File: src/rtl/fsel_pkg.sv
`timescale 1ns/1ps
package fsel_pkg;

    localparam logic [2:0] ST_RUN       = 3'd0;
    localparam logic [2:0] ST_IDLE      = 3'd1;
    localparam logic [2:0] ST_FILL_DONE = 3'd4;

    localparam logic [2:0] POL_SINGLE = 3'd0;
    localparam logic [2:0] POL_ROTATE = 3'd1;
    localparam logic [2:0] POL_BRANCH = 3'd2;
    localparam logic [2:0] POL_IQ     = 3'd3;
    localparam logic [2:0] POL_LSQ    = 3'd4;

    function automatic logic state_ready(input logic [2:0] st);
        return (st == ST_RUN) || (st == ST_IDLE) || (st == ST_FILL_DONE);
    endfunction

    function automatic logic policy_known(input logic [2:0] p);
        return (p == POL_SINGLE) || (p == POL_ROTATE) || (p == POL_IQ) || (p == POL_LSQ);
    endfunction

endpackage

File: src/rtl/fsel_min_pick.sv
`timescale 1ns/1ps
module fsel_min_pick #(
    parameter int NTHR  = 4,
    parameter int CNT_W = 6,
    localparam int TID_W = (NTHR > 1) ? $clog2(NTHR) : 1
) (
    input  logic [NTHR-1:0]       cand,
    input  logic [NTHR*CNT_W-1:0] counts,
    output logic                  found,
    output logic [TID_W-1:0]      tid
);

    logic [CNT_W-1:0] best;

    always_comb begin
        found = 1'b0;
        tid   = '0;
        best  = '1;
        for (int i = 0; i < NTHR; i++) begin
            if (cand[i] && (!found || counts[i*CNT_W +: CNT_W] < best)) begin
                found = 1'b1;
                tid   = TID_W'(i);
                best  = counts[i*CNT_W +: CNT_W];
            end
        end
    end

endmodule

File: src/rtl/fsel_rr_order.sv
`timescale 1ns/1ps
module fsel_rr_order #(
    parameter int NTHR = 4,
    localparam int TID_W = (NTHR > 1) ? $clog2(NTHR) : 1
) (
    input  logic             clk,
    input  logic             rst_n,
    input  logic [NTHR-1:0]  cand,
    input  logic             advance,
    output logic             found,
    output logic [TID_W-1:0] tid
);

    typedef struct packed {
        logic [NTHR-1:0][TID_W-1:0] order;
    } rr_state_t;

    rr_state_t st_d, st_q;
    int unsigned hit_pos;

    always_comb begin
        st_d    = st_q;
        found   = 1'b0;
        tid     = '0;
        hit_pos = 0;
        for (int p = 0; p < NTHR; p++) begin
            if (!found && cand[st_q.order[p]]) begin
                found   = 1'b1;
                tid     = st_q.order[p];
                hit_pos = p;
            end
        end
        if (advance && found) begin
            for (int p = 0; p < NTHR - 1; p++) begin
                if (p >= hit_pos) begin
                    st_d.order[p] = st_q.order[p+1];
                end
            end
            st_d.order[NTHR-1] = tid;
        end
    end

    always_ff @(posedge clk) begin
        if (!rst_n) begin
            for (int i = 0; i < NTHR; i++) begin
                st_q.order[i] <= TID_W'(i);
            end
        end else begin
            st_q <= st_d;
        end
    end

    logic [NTHR-1:0] present;
    always_comb begin
        present = '0;
        for (int i = 0; i < NTHR; i++) begin
            present[st_q.order[i]] = 1'b1;
        end
    end

    p_moves_tail_r4: assert property (@(posedge clk) disable iff (!rst_n)
        (advance && found) |=> (st_q.order[NTHR-1] == $past(tid)));

    p_order_holds_r4: assert property (@(posedge clk) disable iff (!rst_n)
        !(advance && found) |=> $stable(st_q));

    p_permutation_r5: assert property (@(posedge clk) disable iff (!rst_n)
        $countones(present) == NTHR);

endmodule

File: src/rtl/fetch_thread_sel.sv
`timescale 1ns/1ps
module fetch_thread_sel
    import fsel_pkg::*;
#(
    parameter int NTHR  = 4,
    parameter int CNT_W = 6,
    localparam int TID_W = (NTHR > 1) ? $clog2(NTHR) : 1
) (
    input  logic                  clk,
    input  logic                  rst_n,
    input  logic [NTHR-1:0]       thr_active,
    input  logic [3*NTHR-1:0]     thr_state,
    input  logic [NTHR*CNT_W-1:0] iq_occ,
    input  logic [NTHR*CNT_W-1:0] lsq_occ,
    input  logic [2:0]            policy,
    input  logic                  drain_req,
    output logic                  sel_valid,
    output logic [TID_W-1:0]      sel_tid,
    output logic                  policy_err
);

    logic [NTHR-1:0] ready;
    always_comb begin
        for (int i = 0; i < NTHR; i++) begin
            ready[i] = thr_active[i] && state_ready(thr_state[3*i +: 3]);
        end
    end

    logic             one_hit;
    logic [TID_W-1:0] one_tid;
    always_comb begin
        one_hit = 1'b0;
        one_tid = '0;
        for (int i = NTHR - 1; i >= 0; i--) begin
            if (thr_active[i]) begin
                one_hit = 1'b1;
                one_tid = TID_W'(i);
            end
        end
    end

    logic             rr_found, iq_found, lsq_found;
    logic [TID_W-1:0] rr_tid, iq_tid, lsq_tid;
    logic             rr_advance;

    assign rr_advance = (policy == POL_ROTATE) && !drain_req;

    fsel_rr_order #(.NTHR(NTHR)) u_rr (
        .clk     (clk),
        .rst_n   (rst_n),
        .cand    (ready),
        .advance (rr_advance),
        .found   (rr_found),
        .tid     (rr_tid)
    );

    fsel_min_pick #(.NTHR(NTHR), .CNT_W(CNT_W)) u_iq_pick (
        .cand   (ready),
        .counts (iq_occ),
        .found  (iq_found),
        .tid    (iq_tid)
    );

    fsel_min_pick #(.NTHR(NTHR), .CNT_W(CNT_W)) u_lsq_pick (
        .cand   (ready),
        .counts (lsq_occ),
        .found  (lsq_found),
        .tid    (lsq_tid)
    );

    logic             pick_v;
    logic [TID_W-1:0] pick_t;
    always_comb begin
        pick_v = 1'b0;
        pick_t = '0;
        case (policy)
            POL_SINGLE: begin
                pick_v = one_hit && ready[one_tid];
                pick_t = one_tid;
            end
            POL_ROTATE: begin
                pick_v = rr_found;
                pick_t = rr_tid;
            end
            POL_IQ: begin
                pick_v = iq_found;
                pick_t = iq_tid;
            end
            POL_LSQ: begin
                pick_v = lsq_found;
                pick_t = lsq_tid;
            end
            default: begin
                pick_v = 1'b0;
                pick_t = '0;
            end
        endcase
        policy_err = !policy_known(policy);
        sel_valid  = pick_v && !drain_req;
        sel_tid    = sel_valid ? pick_t : '0;
    end

    p_grant_ready_r1: assert property (@(posedge clk) disable iff (!rst_n)
        sel_valid |-> (thr_active[sel_tid] && state_ready(thr_state[3*sel_tid +: 3])));

    p_drain_blocks_r8: assert property (@(posedge clk) disable iff (!rst_n)
        drain_req |-> !sel_valid);

    p_reserved_blocks_r9: assert property (@(posedge clk) disable iff (!rst_n)
        policy_err |-> !sel_valid);

    p_idle_tid_r10: assert property (@(posedge clk) disable iff (!rst_n)
        !sel_valid |-> (sel_tid == '0));

endmodule

File: config.mk
export PLATFORM = sky130hd
export DESIGN_NAME = fetch_thread_sel
export DESIGN_NICKNAME = d
export VERILOG_FILES = /design/src/rtl/fsel_pkg.sv /design/src/rtl/fsel_min_pick.sv /design/src/rtl/fsel_rr_order.sv /design/src/rtl/fetch_thread_sel.sv
export SDC_FILE = /design/constraint.sdc
export NUM_CORES = 1
export LEC_CHECK = 0
export CAP_MARGIN = 20
export CORE_ASPECT_RATIO = 0.8
export CORE_MARGIN = 8
export CORE_UTILIZATION = 51
export DETAILED_ROUTE_END_ITERATION = 10
export PLACE_DENSITY_LB_ADDON = 0.25
export SETUP_SLACK_MARGIN = 0.5
export SLEW_MARGIN = 20
export SYNTH_ARGS = -nofsm -noshare
export SYNTH_HDL_FRONTEND = slang
export SYNTH_SLANG_ARGS = --single-unit
File: constraint.sdc
create_clock -name clk -period 29.8 [get_ports clk]
set_input_delay 7.45 -clock clk [delete_from_list [all_inputs] [get_ports clk]]
set_output_delay 7.45 -clock clk [all_outputs]
set_load 0.02 [all_outputs]
==> impl_metrics.env, run 1 <==
export IMPL_ys_seq_area_frac=0.0741
export IMPL_yosysMostFrequentCell="nand2_1"
export IMPL_arrival_ns=15.10
export IMPL_cts_root_buf="clkbuf_8"
export IMPL_reg_largest_list="u_rr.st_q (8)"
export IMPL_gp_congestion=0.968
export IMPL_port_buffers=73
export IMPL_yosysTopAreaCell="ha_1"
export IMPL_finClkSkew_ns=0.00361
export IMPL_ys_ff_latch=8
export IMPL_drt_initial_drc_count=204
export IMPL_clk_path_buf_depth=2
export IMPL_synth_edf_count=0
export IMPL_crit_required_ns=22.35
export IMPL_finalWirelength_mm=7.10
export IMPL_dpl_hpwl_mm=5.89
export IMPL_p_int_uw=40.6
export IMPL_async_flop_share=0
export IMPL_start_kind="input port"
export IMPL_pin_count=74
export IMPL_clkPwrFrac=0.203
export IMPL_core_sq_um=4130
export IMPL_netlist_area_sq_um=2160
export IMPL_p_seq_frac=0.171
export IMPL_critPathKind="in -> out"
export IMPL_max_clock_freq_mhz=44.3
export IMPL_num_rows=21
export IMPL_cts_max_level=1
export IMPL_grt_pass1_vias=2621
export IMPL_via_per_inst=6.23
export IMPL_synth_warnings=0
export IMPL_nets=464
export IMPL_post_cts_setup_buffers=0
export IMPL_drive_gt1_frac=0.0601
export IMPL_slew_viol_final=0
export IMPL_worstSkewPairLatency_ns=0.23
export IMPL_via_count=2636
export IMPL_grt_ovfl_total=0
export IMPL_antenna_left=0
export IMPL_worstSetupEndpointType="output pin"
export IMPL_wl_per_cell_microns=16.8
export IMPL_cts_clk_slew_worst_paths_ns=0.04
export IMPL_final_setup_viol_count=0
export IMPL_grt_max_degree=20
export IMPL_period_needed_ns=22.55
export IMPL_hold_buffers=0
export IMPL_fin_crit_sh=0.757
export IMPL_fp_dieW_microns=88.8
export IMPL_syn_avg_cell_area_sq_um=7.30
export IMPL_cap_violations=0
export IMPL_dieArea_sq_um=6590
export IMPL_hold_slack_ns=0.569
export IMPL_crit_path_frequent_cell="o21ai_0"
export IMPL_comb_power_share=0.627
export IMPL_start_util=0.524
export IMPL_diodes=0
export IMPL_regMostFlops="u_rr.st_q"
export IMPL_max_slew_margin=0.414
export IMPL_swShare=0.389
export IMPL_yosys_area_top_type_share=0.151
export IMPL_grt_usage=0.224
export IMPL_power_density_nw_per_um2=22.3
export IMPL_hp_class="reg -> reg"
export IMPL_chipHeight_microns=74.2
export IMPL_synthFlopType="dfxtp_1"
export IMPL_cts_tree="done"
export IMPL_antenna_found_initial=0
export IMPL_cp_slowest_cell="a31oi_1"
export IMPL_cp_max_fo=19
export IMPL_tightest_slew_ns=0.875
export IMPL_largest_reg_flops=8
export IMPL_ys_types=66
export IMPL_cts_sinks=8
export IMPL_synth_cells=296
export IMPL_first_pass_iters=5
export IMPL_outcome="complete, no violations"
export IMPL_area_growth_syn_to_layout_pct=37.5
export IMPL_cts_resized_gates=0
export IMPL_grt_pass1_wl_mm=12.1
export IMPL_rsz0062_at_grt="no"
export IMPL_p_sw_uw=25.8
export IMPL_yosys_top_cells_count="42 x nand2_1, 30 x nor2_1, 26 x ha_1, 26 x o21ai_0, 19 x a21oi_1"
export IMPL_numCtsBuffers=3
export IMPL_ir_worst_vdd_uv=13.7
export IMPL_synth_area_leaders="ha_1 15%, dfxtp_1 7.4%, mux2i_1 7.4%"
export IMPL_cp_slowest_stage_delay_ns=0.65
export IMPL_power_leakage_nw=1.23
export IMPL_hold_violations=0
export IMPL_setup_tns_ns=0
export IMPL_synth_nets=392
export IMPL_drc=0
-- final timing paths --
path | start | to | slack [ns] | cells after the start
worst min register to register | u_rr.st_q[5] | u_rr.st_q[3] | 0.57 | 2
worst max-delay path | thr_active[0] | sel_tid[1] | 7.25 | 28
worst min-delay path | u_rr.st_q[5] | u_rr.st_q[3] | 0.57 | 2
worst max register to register | u_rr.st_q[0] | u_rr.st_q[7] | 27.79 | 5
-- cells in the final DEF, fill, tap and decap left out, types with 2 or more instances in the layout --
master / synthesis / final
o32a_1: 2 / 2
a211oi_1: 3 / 3
nor2_1: 30 / 30
o21a_1: 8 / 8
and2_1: 2 / 2
and3b_1: 3 / 3
nand4b_1: 2 / 2
mux2_2: 3 / 3
a41oi_1: 2 / 2
dfxtp_1: 8 / 8
nor4_1: 2 / 2
nand4_1: 3 / 3
nand2_1: 42 / 42
nand3b_1: 2 / 2
nor3_1: 4 / 4
a21oi_1: 19 / 19
o31a_1: 2 / 2
a21o_1: 2 / 2
a31oi_1: 5 / 5
o22ai_1: 2 / 2
o211ai_1: 5 / 5
inv_1: 15 / 15
or3_1: 2 / 2
nand2b_1: 6 / 6
a2111o_1: 2 / 2
clkbuf_8: 0 / 3
mux2i_1: 16 / 16
ha_1: 26 / 26
o31ai_1: 2 / 2
nor2b_1: 3 / 3
nand3_1: 6 / 6
o311a_1: 2 / 2
clkdlybuf4s50_1: 0 / 73
mux4_2: 3 / 3
o21ai_0: 26 / 26
-- worst max-delay path, delay by kind of cell --
kind,cells,cell delay (ns)
compound gates,14,3.38
fa+ha+maj,3,0.90
buf+inv,2,1.24
simple gates,9,2.12
-- per-layer routing --
layer  vias to the layer above  track usage  wire, microns
li1                       1281            -              -
met1                      1211        0.301           3310
met2                       140        0.365           3200
met3                         4       0.0442            558
met4                         0       0.0318             27
met5                         -            0              0
-- power groups by stage --
stage / logic (mW) / registers [mW] / clock network [mW]
global placement: 0.0399 / 0.0115 / 0
floorplan: 0.0242 / 0.0114 / 0
CTS: 0.0410 / 0.0113 / 0.0135
finish: 0.0416 / 0.0113 / 0.0135
detailed placement: 0.0407 / 0.0115 / 0
global route: 0.0463 / 0.0114 / 0.0143
-- logic make-up (layout without fill, tap and decap cells) --
kind of cell               Yosys count  after routing  share of synthesized area
muxes                               22             22                      0.121
and+or+nand+nor                    119            119                      0.283
AOI/OAI and AO/OA                   99             99                      0.327
adders and majority gates           26             26                      0.151
buffers and inverters               21             91                     0.0411
xor gates and xnor gates             1              1                    0.00405
DFF                                  8              8                     0.0741
-- per-stage QoR --
step | area, sq um | util | power (mW) | worst slack, ns | std cells
floorplan | 2160 | - | 0.0356 | 9.57 | 296
global placement | 2930 | 0.710 | 0.0514 | 7.73 | 420
detailed placement | 2930 | 0.710 | 0.0523 | 7.47 | 420
CTS | 2970 | 0.720 | 0.0658 | 7.46 | 423
global route | 2970 | 0.720 | 0.0720 | 6.59 | 423
finish | 2970 | 0.720 | 0.0664 | 7.25 | 423
-- final cells by class --
| cell class | instances | area (sq um) |
|---|---|---|
| clock buffers | 3 | 41.3 |
| inverters | 15 | 56.3 |
| fillers | 370 | 1150 |
| flip-flops and latches | 8 | 160 |
| repair buffers | 73 | 731 |
| multi-input cells | 267 | 1910 |
| well taps | 57 | 71.3 |
Power figures use the tool's default switching activity.
==> run 2, diff against run 1 <==
Settings changed: CORE_UTILIZATION 51 to 47.
Clock period 29.8 ns to 22 ns, I/O delays scaled along.
==> impl_metrics.env, run 2 (same netlist as run 1, synthesis figures left out) <==
export IMPL_outcome="complete, no violations"
export IMPL_reg_largest_list="u_rr.st_q (8)"
export IMPL_final_cell_mix="73 x clkdlybuf4s50_1, 42 x nand2_1, 30 x nor2_1"
export IMPL_first_pass_iters=7
export IMPL_core_sq_um=4510
export IMPL_grt_pass1_wl_mm=11.4
export IMPL_largest_reg_flops=8
export IMPL_worstSetupEndpointType="output pin"
export IMPL_rsz0062_at_grt="no"
export IMPL_setup_tns_ns=0
export IMPL_port_buffers=73
export IMPL_gp_congestion=0.924
export IMPL_chipHeight_microns=76.6
export IMPL_post_cts_setup_buffers=0
export IMPL_grt_max_degree=20
export IMPL_area_growth_syn_to_layout_pct=37.7
export IMPL_drc=0
export IMPL_cts_tree="done"
export IMPL_fp_dieW_microns=91.8
export IMPL_final_common_cell="clkdlybuf4s50_1"
export IMPL_diodes=0
export IMPL_power_density_nw_per_um2=29.7
export IMPL_cap_violations=0
export IMPL_regMostFlops="u_rr.st_q"
export IMPL_worstSkewPairLatency_ns=0.23
export IMPL_wl_per_cell_microns=16.1
export IMPL_arrival_ns=13.13
export IMPL_final_setup_viol_count=0
export IMPL_clk_path_buf_depth=2
export IMPL_finalWirelength_mm=6.85
export IMPL_hold_slack_ns=0.563
export IMPL_slew_viol_final=0
export IMPL_via_per_inst=6.05
export IMPL_period_needed_ns=18.63
export IMPL_cp_max_fo=19
export IMPL_hold_buffers=0
export IMPL_hold_violations=0
export IMPL_grt_ovfl_total=0
export IMPL_fin_crit_sh=0.847
export IMPL_max_clock_freq_mhz=53.7
export IMPL_num_rows=22
export IMPL_nets=464
export IMPL_start_util=0.479
export IMPL_finClkSkew_ns=0.00184
export IMPL_power_leakage_nw=1.23
export IMPL_fillers=417
export IMPL_crit_required_ns=16.50
export IMPL_antenna_found_initial=0
export IMPL_cts_root_buf="clkbuf_8"
export IMPL_cts_clk_slew_worst_paths_ns=0.04
export IMPL_hp_class="reg -> reg"
export IMPL_dpl_hpwl_mm=5.67
export IMPL_drive_gt1_frac=0.0601
export IMPL_antenna_left=0
export IMPL_cts_max_level=1
export IMPL_cts_resized_gates=0
export IMPL_max_slew_margin=0.442
export IMPL_drt_initial_drc_count=118
export IMPL_grt_pass1_vias=2426
export IMPL_ir_worst_vdd_uv=15.1
export IMPL_dieArea_sq_um=7040
export IMPL_grt_usage=0.187
export IMPL_via_count=2579
export IMPL_cts_sinks=8
export IMPL_start_kind="input port"
export IMPL_numCtsBuffers=3
export IMPL_critPathKind="in -> out"
export IMPL_pin_count=74
export IMPL_tightest_slew_ns=0.834
[run 2: cell type report]
| type | instances | area, sq um | area share |
|---|---|---|---|
| tap | 60 | 75.1 | 0.0252 |
| timing repair buffer | 73 | 731 | 0.246 |
| sequential | 8 | 160 | 0.0538 |
| inverter | 15 | 56.3 | 0.0189 |
| clock buffer | 3 | 41.3 | 0.0139 |
| multi-input combinational | 267 | 1910 | 0.643 |
[run 2: critical path, stage by stage]
cell and delay (ns):
clkdlybuf4s50_1 0.59, nor2b_1 0.20, nand2_1 0.44, nor2_1 0.30
ha_1 0.29, and3b_1 0.20, nand2_1 0.07, a21oi_1 0.09
o41a_1 0.51, o21ai_0 0.30, ha_1 0.30, a21oi_1 0.14
o21ai_0 0.13, a2111o_1 0.41, and2_1 0.18, a31oi_1 0.62
nand2_1 0.13, o21a_1 0.14, ha_1 0.31, a21oi_1 0.17
o21ai_0 0.13, nor4_1 0.38, and3_1 0.23, a21oi_1 0.04
o21ai_0 0.20, o21ai_0 0.15, a41oi_1 0.31, clkdlybuf4s50_1 0.65
[run 2: worst paths after layout]
| path | from | endpoint | slack, ns | depth (start not counted) |
|---|---|---|---|---|
| worst max-delay path | thr_active[0] | sel_tid[1] | 3.37 | 28 |
| worst min-delay path | u_rr.st_q[7] | u_rr.st_q[5] | 0.56 | 2 |
| worst max register to register | u_rr.st_q[0] | u_rr.st_q[7] | 19.97 | 5 |
| worst min register to register | u_rr.st_q[7] | u_rr.st_q[5] | 0.56 | 2 |
[run 2: report_power, final]
part / switching [mW] / internal, mW
Clock: 0.00542 / 0.0118
Sequential: 0.000507 / 0.0149
Combinational: 0.0277 / 0.0281
[run 2: per-stage QoR]
stage	worst slack, ns	total power [mW]	area (sq um)	utilization	std cells
6_report	3.37	0.0884	2980	0.659	426
5_1_grt	2.88	0.0954	2980	0.659	426
4_1_cts	3.49	0.0881	2980	0.659	426
3_5_place_dp	3.54	0.0704	2930	0.650	423
3_3_place_gp	3.85	0.0694	2930	0.650	423
2_1_floorplan	5.67	0.0482	2160	-	296
[run 2: per-layer routing]
layer / global-route usage / vias up / routed length (microns)
met5: 0 / - / 0
met4: 0.0209 / 0 / 32
met3: 0.0571 / 6 / 634
met2: 0.302 / 130 / 3020
met1: 0.243 / 1163 / 3160
li1: - / 1280 / -
